File: src/rtl/poll_pkg.sv
package poll_pkg;
  typedef enum logic [1:0] {
    OP_NONE  = 2'd0,
    OP_START = 2'd1,
    OP_BYTE  = 2'd2,
    OP_STOP  = 2'd3
  } phy_op_e;

  typedef enum logic [1:0] {
    ST_IDLE,
    ST_START,
    ST_PROBE,
    ST_STOP
  } poll_st_e;
endpackage

File: src/rtl/poll_rst_sync.sv
module poll_rst_sync #(
  parameter int STAGES = 2
) (
  input  logic clk,
  input  logic arst_n,
  output logic rst_n_sync
);
  logic [STAGES-1:0] sync_q;

  always_ff @(posedge clk or negedge arst_n) begin
    if (!arst_n) sync_q <= '0;
    else         sync_q <= {sync_q[STAGES-2:0], 1'b1};
  end

  assign rst_n_sync = sync_q[STAGES-1];
endmodule

File: src/rtl/poll_select_byte.sv
module poll_select_byte #(
  parameter int ADDR_W = 7,
  localparam int BYTE_W = ADDR_W + 1
) (
  input  logic              clk,
  input  logic              rst_n,
  input  logic              load,
  input  logic [ADDR_W-1:0] dev_addr,
  input  logic              rw,
  output logic [BYTE_W-1:0] sel_byte
);
  logic [BYTE_W-1:0] sel_q, sel_d;

  always_comb begin
    sel_d = sel_q;
    if (load) sel_d = {dev_addr, rw};
  end

  always_ff @(posedge clk or negedge rst_n) begin
    if (!rst_n)    sel_q <= '0;
    else if (load) sel_q <= sel_d;
  end

  assign sel_byte = sel_q;

  p_capture_r3: assert property (@(posedge clk) disable iff (!rst_n)
    load |=> sel_byte == $past({dev_addr, rw}));
endmodule

File: src/rtl/poll_try_counter.sv
module poll_try_counter #(
  parameter int MAX_TRIES = 200,
  localparam int TRY_W = $clog2(MAX_TRIES + 1)
) (
  input  logic             clk,
  input  logic             rst_n,
  input  logic             clr,
  input  logic             inc,
  output logic [TRY_W-1:0] count,
  output logic             last
);
  logic [TRY_W-1:0] cnt_q, cnt_d;
  logic             cnt_en;

  assign cnt_en = clr | inc;

  always_comb begin
    cnt_d = cnt_q;
    if (clr)      cnt_d = '0;
    else if (inc) cnt_d = cnt_q + TRY_W'(1);
  end

  always_ff @(posedge clk or negedge rst_n) begin
    if (!rst_n)      cnt_q <= '0;
    else if (cnt_en) cnt_q <= cnt_d;
  end

  assign count = cnt_q;
  assign last  = (cnt_q == TRY_W'(MAX_TRIES - 1));

  p_no_overflow_r7: assert property (@(posedge clk) disable iff (!rst_n)
    count <= TRY_W'(MAX_TRIES));
  p_clear_r7: assert property (@(posedge clk) disable iff (!rst_n)
    clr |=> count == '0);
endmodule

File: src/rtl/poll_fsm.sv
module poll_fsm
  import poll_pkg::*;
(
  input  logic       clk,
  input  logic       rst_n,
  input  logic       go,
  input  logic       phy_done,
  input  logic       phy_ack,
  input  logic       cnt_last,
  output logic       busy,
  output logic       phy_req,
  output logic [1:0] phy_op,
  output logic       cnt_clr,
  output logic       cnt_inc,
  output logic       sel_load,
  output logic       ready,
  output logic       timeout
);
  poll_st_e st_q, st_d;
  logic     ready_q, ready_d;
  logic     to_q, to_d;

  always_comb begin
    st_d     = st_q;
    ready_d  = 1'b0;
    to_d     = 1'b0;
    cnt_clr  = 1'b0;
    cnt_inc  = 1'b0;
    sel_load = 1'b0;
    unique case (st_q)
      ST_IDLE: begin
        if (go) begin
          st_d     = ST_START;
          cnt_clr  = 1'b1;
          sel_load = 1'b1;
        end
      end
      ST_START: begin
        if (phy_done) st_d = ST_PROBE;
      end
      ST_PROBE: begin
        if (phy_done) begin
          cnt_inc = 1'b1;
          if (phy_ack) begin
            st_d    = ST_IDLE;
            ready_d = 1'b1;
          end else if (cnt_last) begin
            st_d = ST_STOP;
          end else begin
            st_d = ST_START;
          end
        end
      end
      ST_STOP: begin
        if (phy_done) begin
          st_d = ST_IDLE;
          to_d = 1'b1;
        end
      end
      default: st_d = ST_IDLE;
    endcase
  end

  always_ff @(posedge clk or negedge rst_n) begin
    if (!rst_n) begin
      st_q    <= ST_IDLE;
      ready_q <= 1'b0;
      to_q    <= 1'b0;
    end else begin
      st_q    <= st_d;
      ready_q <= ready_d;
      to_q    <= to_d;
    end
  end

  always_comb begin
    unique case (st_q)
      ST_START: phy_op = OP_START;
      ST_PROBE: phy_op = OP_BYTE;
      ST_STOP:  phy_op = OP_STOP;
      default:  phy_op = OP_NONE;
    endcase
  end

  assign busy    = (st_q != ST_IDLE);
  assign phy_req = busy;
  assign ready   = ready_q;
  assign timeout = to_q;

  p_req_hold_r9: assert property (@(posedge clk) disable iff (!rst_n)
    (phy_req && !phy_done) |=> (phy_req && $stable(phy_op)));
  p_start_then_byte_r3: assert property (@(posedge clk) disable iff (!rst_n)
    (phy_op == OP_START && phy_done) |=> phy_op == OP_BYTE);
  p_nack_retry_r4: assert property (@(posedge clk) disable iff (!rst_n)
    (phy_op == OP_BYTE && phy_done && !phy_ack && !cnt_last) |=> phy_op == OP_START);
  p_ack_handoff_r5: assert property (@(posedge clk) disable iff (!rst_n)
    (phy_op == OP_BYTE && phy_done && phy_ack) |=> (ready && !phy_req));
  p_ready_pulse_r5: assert property (@(posedge clk) disable iff (!rst_n)
    ready |=> !ready);
  p_stop_then_timeout_r6: assert property (@(posedge clk) disable iff (!rst_n)
    (phy_op == OP_STOP && phy_done) |=> (timeout && !busy));
  p_exclusive_r10: assert property (@(posedge clk) disable iff (!rst_n)
    !(ready && timeout));
endmodule

File: src/rtl/poll_sequencer.sv
module poll_sequencer
  import poll_pkg::*;
#(
  parameter int MAX_TRIES = 200,
  parameter int ADDR_W    = 7,
  localparam int TRY_W    = $clog2(MAX_TRIES + 1),
  localparam int BYTE_W   = ADDR_W + 1
) (
  input  logic              clk,
  input  logic              rst_n,
  input  logic              go,
  input  logic [ADDR_W-1:0] dev_addr,
  input  logic              next_rw,
  output logic              busy,
  output logic              ready,
  output logic              timeout,
  output logic [TRY_W-1:0]  probe_count,
  output logic              phy_req,
  output logic [1:0]        phy_op,
  output logic [BYTE_W-1:0] phy_byte,
  input  logic              phy_done,
  input  logic              phy_ack
);
  logic srst_n;
  logic cnt_clr, cnt_inc, cnt_last, sel_load;

  poll_rst_sync #(.STAGES(2)) u_rst (
    .clk        (clk),
    .arst_n     (rst_n),
    .rst_n_sync (srst_n)
  );

  poll_fsm u_fsm (
    .clk      (clk),
    .rst_n    (srst_n),
    .go       (go),
    .phy_done (phy_done),
    .phy_ack  (phy_ack),
    .cnt_last (cnt_last),
    .busy     (busy),
    .phy_req  (phy_req),
    .phy_op   (phy_op),
    .cnt_clr  (cnt_clr),
    .cnt_inc  (cnt_inc),
    .sel_load (sel_load),
    .ready    (ready),
    .timeout  (timeout)
  );

  poll_try_counter #(.MAX_TRIES(MAX_TRIES)) u_cnt (
    .clk   (clk),
    .rst_n (srst_n),
    .clr   (cnt_clr),
    .inc   (cnt_inc),
    .count (probe_count),
    .last  (cnt_last)
  );

  poll_select_byte #(.ADDR_W(ADDR_W)) u_sel (
    .clk      (clk),
    .rst_n    (srst_n),
    .load     (sel_load),
    .dev_addr (dev_addr),
    .rw       (next_rw),
    .sel_byte (phy_byte)
  );

  p_go_ignored_r8: assert property (@(posedge clk) disable iff (!srst_n)
    (busy && go) |=> $stable(phy_byte));
  p_go_starts_r2: assert property (@(posedge clk) disable iff (!srst_n)
    (!busy && go) |=> (busy && phy_op == OP_START));
  p_stop_at_limit_r6: assert property (@(posedge clk) disable iff (!srst_n)
    (phy_op == OP_STOP) |-> (probe_count == TRY_W'(MAX_TRIES)));
endmodule

File: config.mk
export PLATFORM = sky130hd
export DESIGN_NAME = poll_sequencer
export DESIGN_NICKNAME = d
export VERILOG_FILES = /design/src/rtl/poll_pkg.sv /design/src/rtl/poll_rst_sync.sv /design/src/rtl/poll_select_byte.sv /design/src/rtl/poll_try_counter.sv /design/src/rtl/poll_fsm.sv /design/src/rtl/poll_sequencer.sv
export SDC_FILE = /design/constraint.sdc
export NUM_CORES = 1
export LEC_CHECK = 0
export ABC_AREA = 1
export CAP_MARGIN = 20
export CORE_MARGIN = 4
export CORE_UTILIZATION = 40
export DETAILED_ROUTE_END_ITERATION = 8
export GPL_TIMING_DRIVEN = 0
export PLACE_DENSITY = 0.84
export SETUP_SLACK_MARGIN = 0.4
export SYNTH_ARGS = -nofsm -noshare
export SYNTH_HDL_FRONTEND = slang
export SYNTH_SLANG_ARGS = --single-unit
File: constraint.sdc
create_clock -name clk -period 1.1 [get_ports clk]
set_input_delay 0.11 -clock clk [delete_from_list [all_inputs] [get_ports clk]]
set_output_delay 0.11 -clock clk [all_outputs]
set_load 0.02 [all_outputs]
==> reports/results.tsv <==
metric	value	unit
yosys warns	0	
DRC	0	
Startpoint Class	flip-flop	
root buf cell	clkbuf_4	
status	finished, violations left	
cts bufs inserted	3	
port bufs	34	
IO Count	35	
GRT overflow	0	
largest net degree at the start of global routing	21	
vias in the first global route	985	
core area	2450	sq um
# diodes	0	
post-synthesis mux area share	8.85	%
worst min-delay path class	reg -> async	
NumNets Final	177	
post-route setup TNS	-2.81	ns
Cell variety after synth	25	
clock buffer depth	2	
die span in y	58.5	um
reg2reg path depth	6	
total number of vias	991	
num rows	18	
R2R setup slack	-0.19	ns
Routed Antenna Nets	0	
Setup WS pre-CTS	-0.320	ns
maxcap violations	0	
Final Slew Violations	0	
gr usage total	17.1	%
final hold vios	0	
xor/xnor share of the synthesized area	0	%
Iter 0 DRT Violations	16	
simple-gate portion of the synthesized area	19.8	%
r2r endpoint	u_fsm.st_q[0]	
Synth Area per Inst	10.3	sq um
Post-synth EDFFs	0	
failing checks	negative setup slack	
Final min period	1.30	ns
first-pass GRT wire length	4.44	mm
CTS tree	done	
post-synthesis adder-cell area fraction	1.23	%
syn nets	113	
Synth Register Bits	22	
Power Density	2420	nW/um^2
Main synth FF type	dfrtp_1	
Avg WL per Cell	15.2	um
Initial Utilization	41.5	%
maximum vdd drop	1.90	mV
CP max FO	3	
leading area contributor after synthesis	dfrtp_1	
Cells after Synth	99	
most frequent cell after synthesis	dfrtp_1	
setup ws final	-0.204	ns
RSZ-0062 raised after global routing	yes	
DR pass1 iterations	4	
Synth Area in Compound Gates	8.35	%
post-route clock period utilization	119	%
Mapped Area	1020	sq um
Via density	5.16	
placer congestion estimate	0.820	
final wirelength	2.92	mm
clk sinks	22	
Final HPWL DP	1.68	mm
clk_lat worst skew	0.32	ns
die outline width	58.5	um
clock skew	0.0133	ns
Setup violations, final	22	
Reg area	559	sq um
multi-input logic area	485	sq um
FMAX	767	MHz
htree depth	1	
CP Class	reg -> out	
total power	0.00443	W
number of antenna violations at the first check in global routing	0	
fillers	170	
Async SR Flop Fraction	100	%
Syn-to-layout area delta	79.4	%
main combinational cell family by area after synthesis	simple AND/OR/NAND/NOR gates	
share of Yosys cell area claimed by the top area cell type	54.1	%
Seq/Total Area, Yosys	54.1	%
Static Leakage	0.835	nW
Crit. End Element	output port	
Worst Path Arrival	1.19	ns
R2R Path Start	u_fsm.st_q[0]	
Post-synth top cells	22 x dfrtp_1, 13 x nand2_1, 11 x nor2_1, 9 x inv_1	
Crit path required time	0.99	ns
top post-synthesis cells by area	dfrtp_1 54%, mux2_2 8.8%, nand2_1 4.8%	
share of layout cells above drive strength 1	61.1	%
clock-pin slew on the worst setup and hold paths	0.13	ns
overall die area	3420	sq um
power breakdown:
part	switching [W]	total [W]	internal, W
combinational	0.00116	0.00263	0.00147
clock	0.000258	0.000460	0.000202
sequential	0.000267	0.00134	0.00107
cells in the final DEF, fill, tap and decap left out:
cell type         n
nor3_1            1
o21ai_1           1
clkdlybuf4s50_1  12
nand4_1           1
nand3_4           1
nor3b_2           1
buf_2             1
nor3_2            1
inv_6             1
nor2_1           10
clkbuf_8          2
a22oi_2           1
conb_1            1
a21oi_1           3
nand3_2           4
buf_8             3
mux2_2            8
ha_4              1
nand2_2           4
o221ai_2          1
nand2_1           8
buf_4            15
inv_2             2
dfrtp_1          15
dfrtp_2           7
dlygate4sd3_1     1
nand3_1           4
nor2_2            1
o21ai_2           4
clkbuf_16         1
buf_6            30
clkbuf_4          3
inv_1             6
nand2_4           3
a21oi_2           2
nor2_4            2
through the flow:
stage,util (%),std cells,instance area [sq um],hold WS (ns)
after detailed placement,59.6,163,1460,0.286
after global placement,59.6,163,1460,0.283
after CTS,69.4,186,1700,0.227
after global routing,74.4,192,1830,0.256
final,74.4,192,1830,0.215
after floorplan,-,99,1090,-0.186
kinds of logic (layout without fill, tap and decap cells):
family          count (synthesis)  count (layout)
compound gates                 12              12
fa+ha+maj                       1               1
buf+inv                        14              77
flops                          22              22
mux                             8               8
other cells                     1               1
simple gates                   41              41
layer usage:
metal	vias to the layer above	global-route usage (%)	wire length, um
met2	46	29.5	1470
met5	-	0	0
li1	454	-	-
met3	10	4.17	219
met1	481	19.5	1180
met4	0	8.94	54
worst max-delay path: stages (launching register included):
cell,delay [ns]
dfrtp_2,0.46
nor2_4,0.15
inv_2,0.05
buf_6,0.11
buf_6,0.12
registers in the layout, summed over array words and instances, names as in the netlist:
register / cells
u_rst.sync_q: 2
u_sel.sel_byte: 8
u_fsm.timeout: 1
u_fsm.ready: 1
u_cnt.count: 8
u_fsm.st_q: 2
worst max path at each step:
stage / cells past startpoint / start / slack [ns] / endpoint
floorplan: 6 / u_cnt.count[0] / -0.05 / u_cnt.count[6]
global placement: 5 / phy_done / -0.29 / u_cnt.count[4]
detailed placement: 6 / phy_done / -0.32 / u_cnt.count[6]
CTS: 4 / u_fsm.st_q[1] / -0.17 / phy_req
global route: 8 / u_fsm.st_q[0] / -0.27 / u_cnt.count[7]
finish: 4 / u_fsm.st_q[1] / -0.20 / phy_req
area by class of cell:
type                            count  area share [%]
Inverter                            9            2.12
Buffer                              5            3.63
Multi-Input combinational cell     63            26.6
Tap cell                           30            2.05
Clock buffer                        4            1.99
Timing Repair Buffer               59            33.0
Sequential cell                    22            30.6
what timing repair did:
action	4_1_cts	5_1_grt
hold buffers	1	0
pin swaps	3	5
endpoints found under the setup margin	62	42
endpoints found under the hold margin	2	0
buffers inserted	17	5
cloned	1	1
resized for setup	142	16
Note: power is estimated with default switching activity, not from simulation.
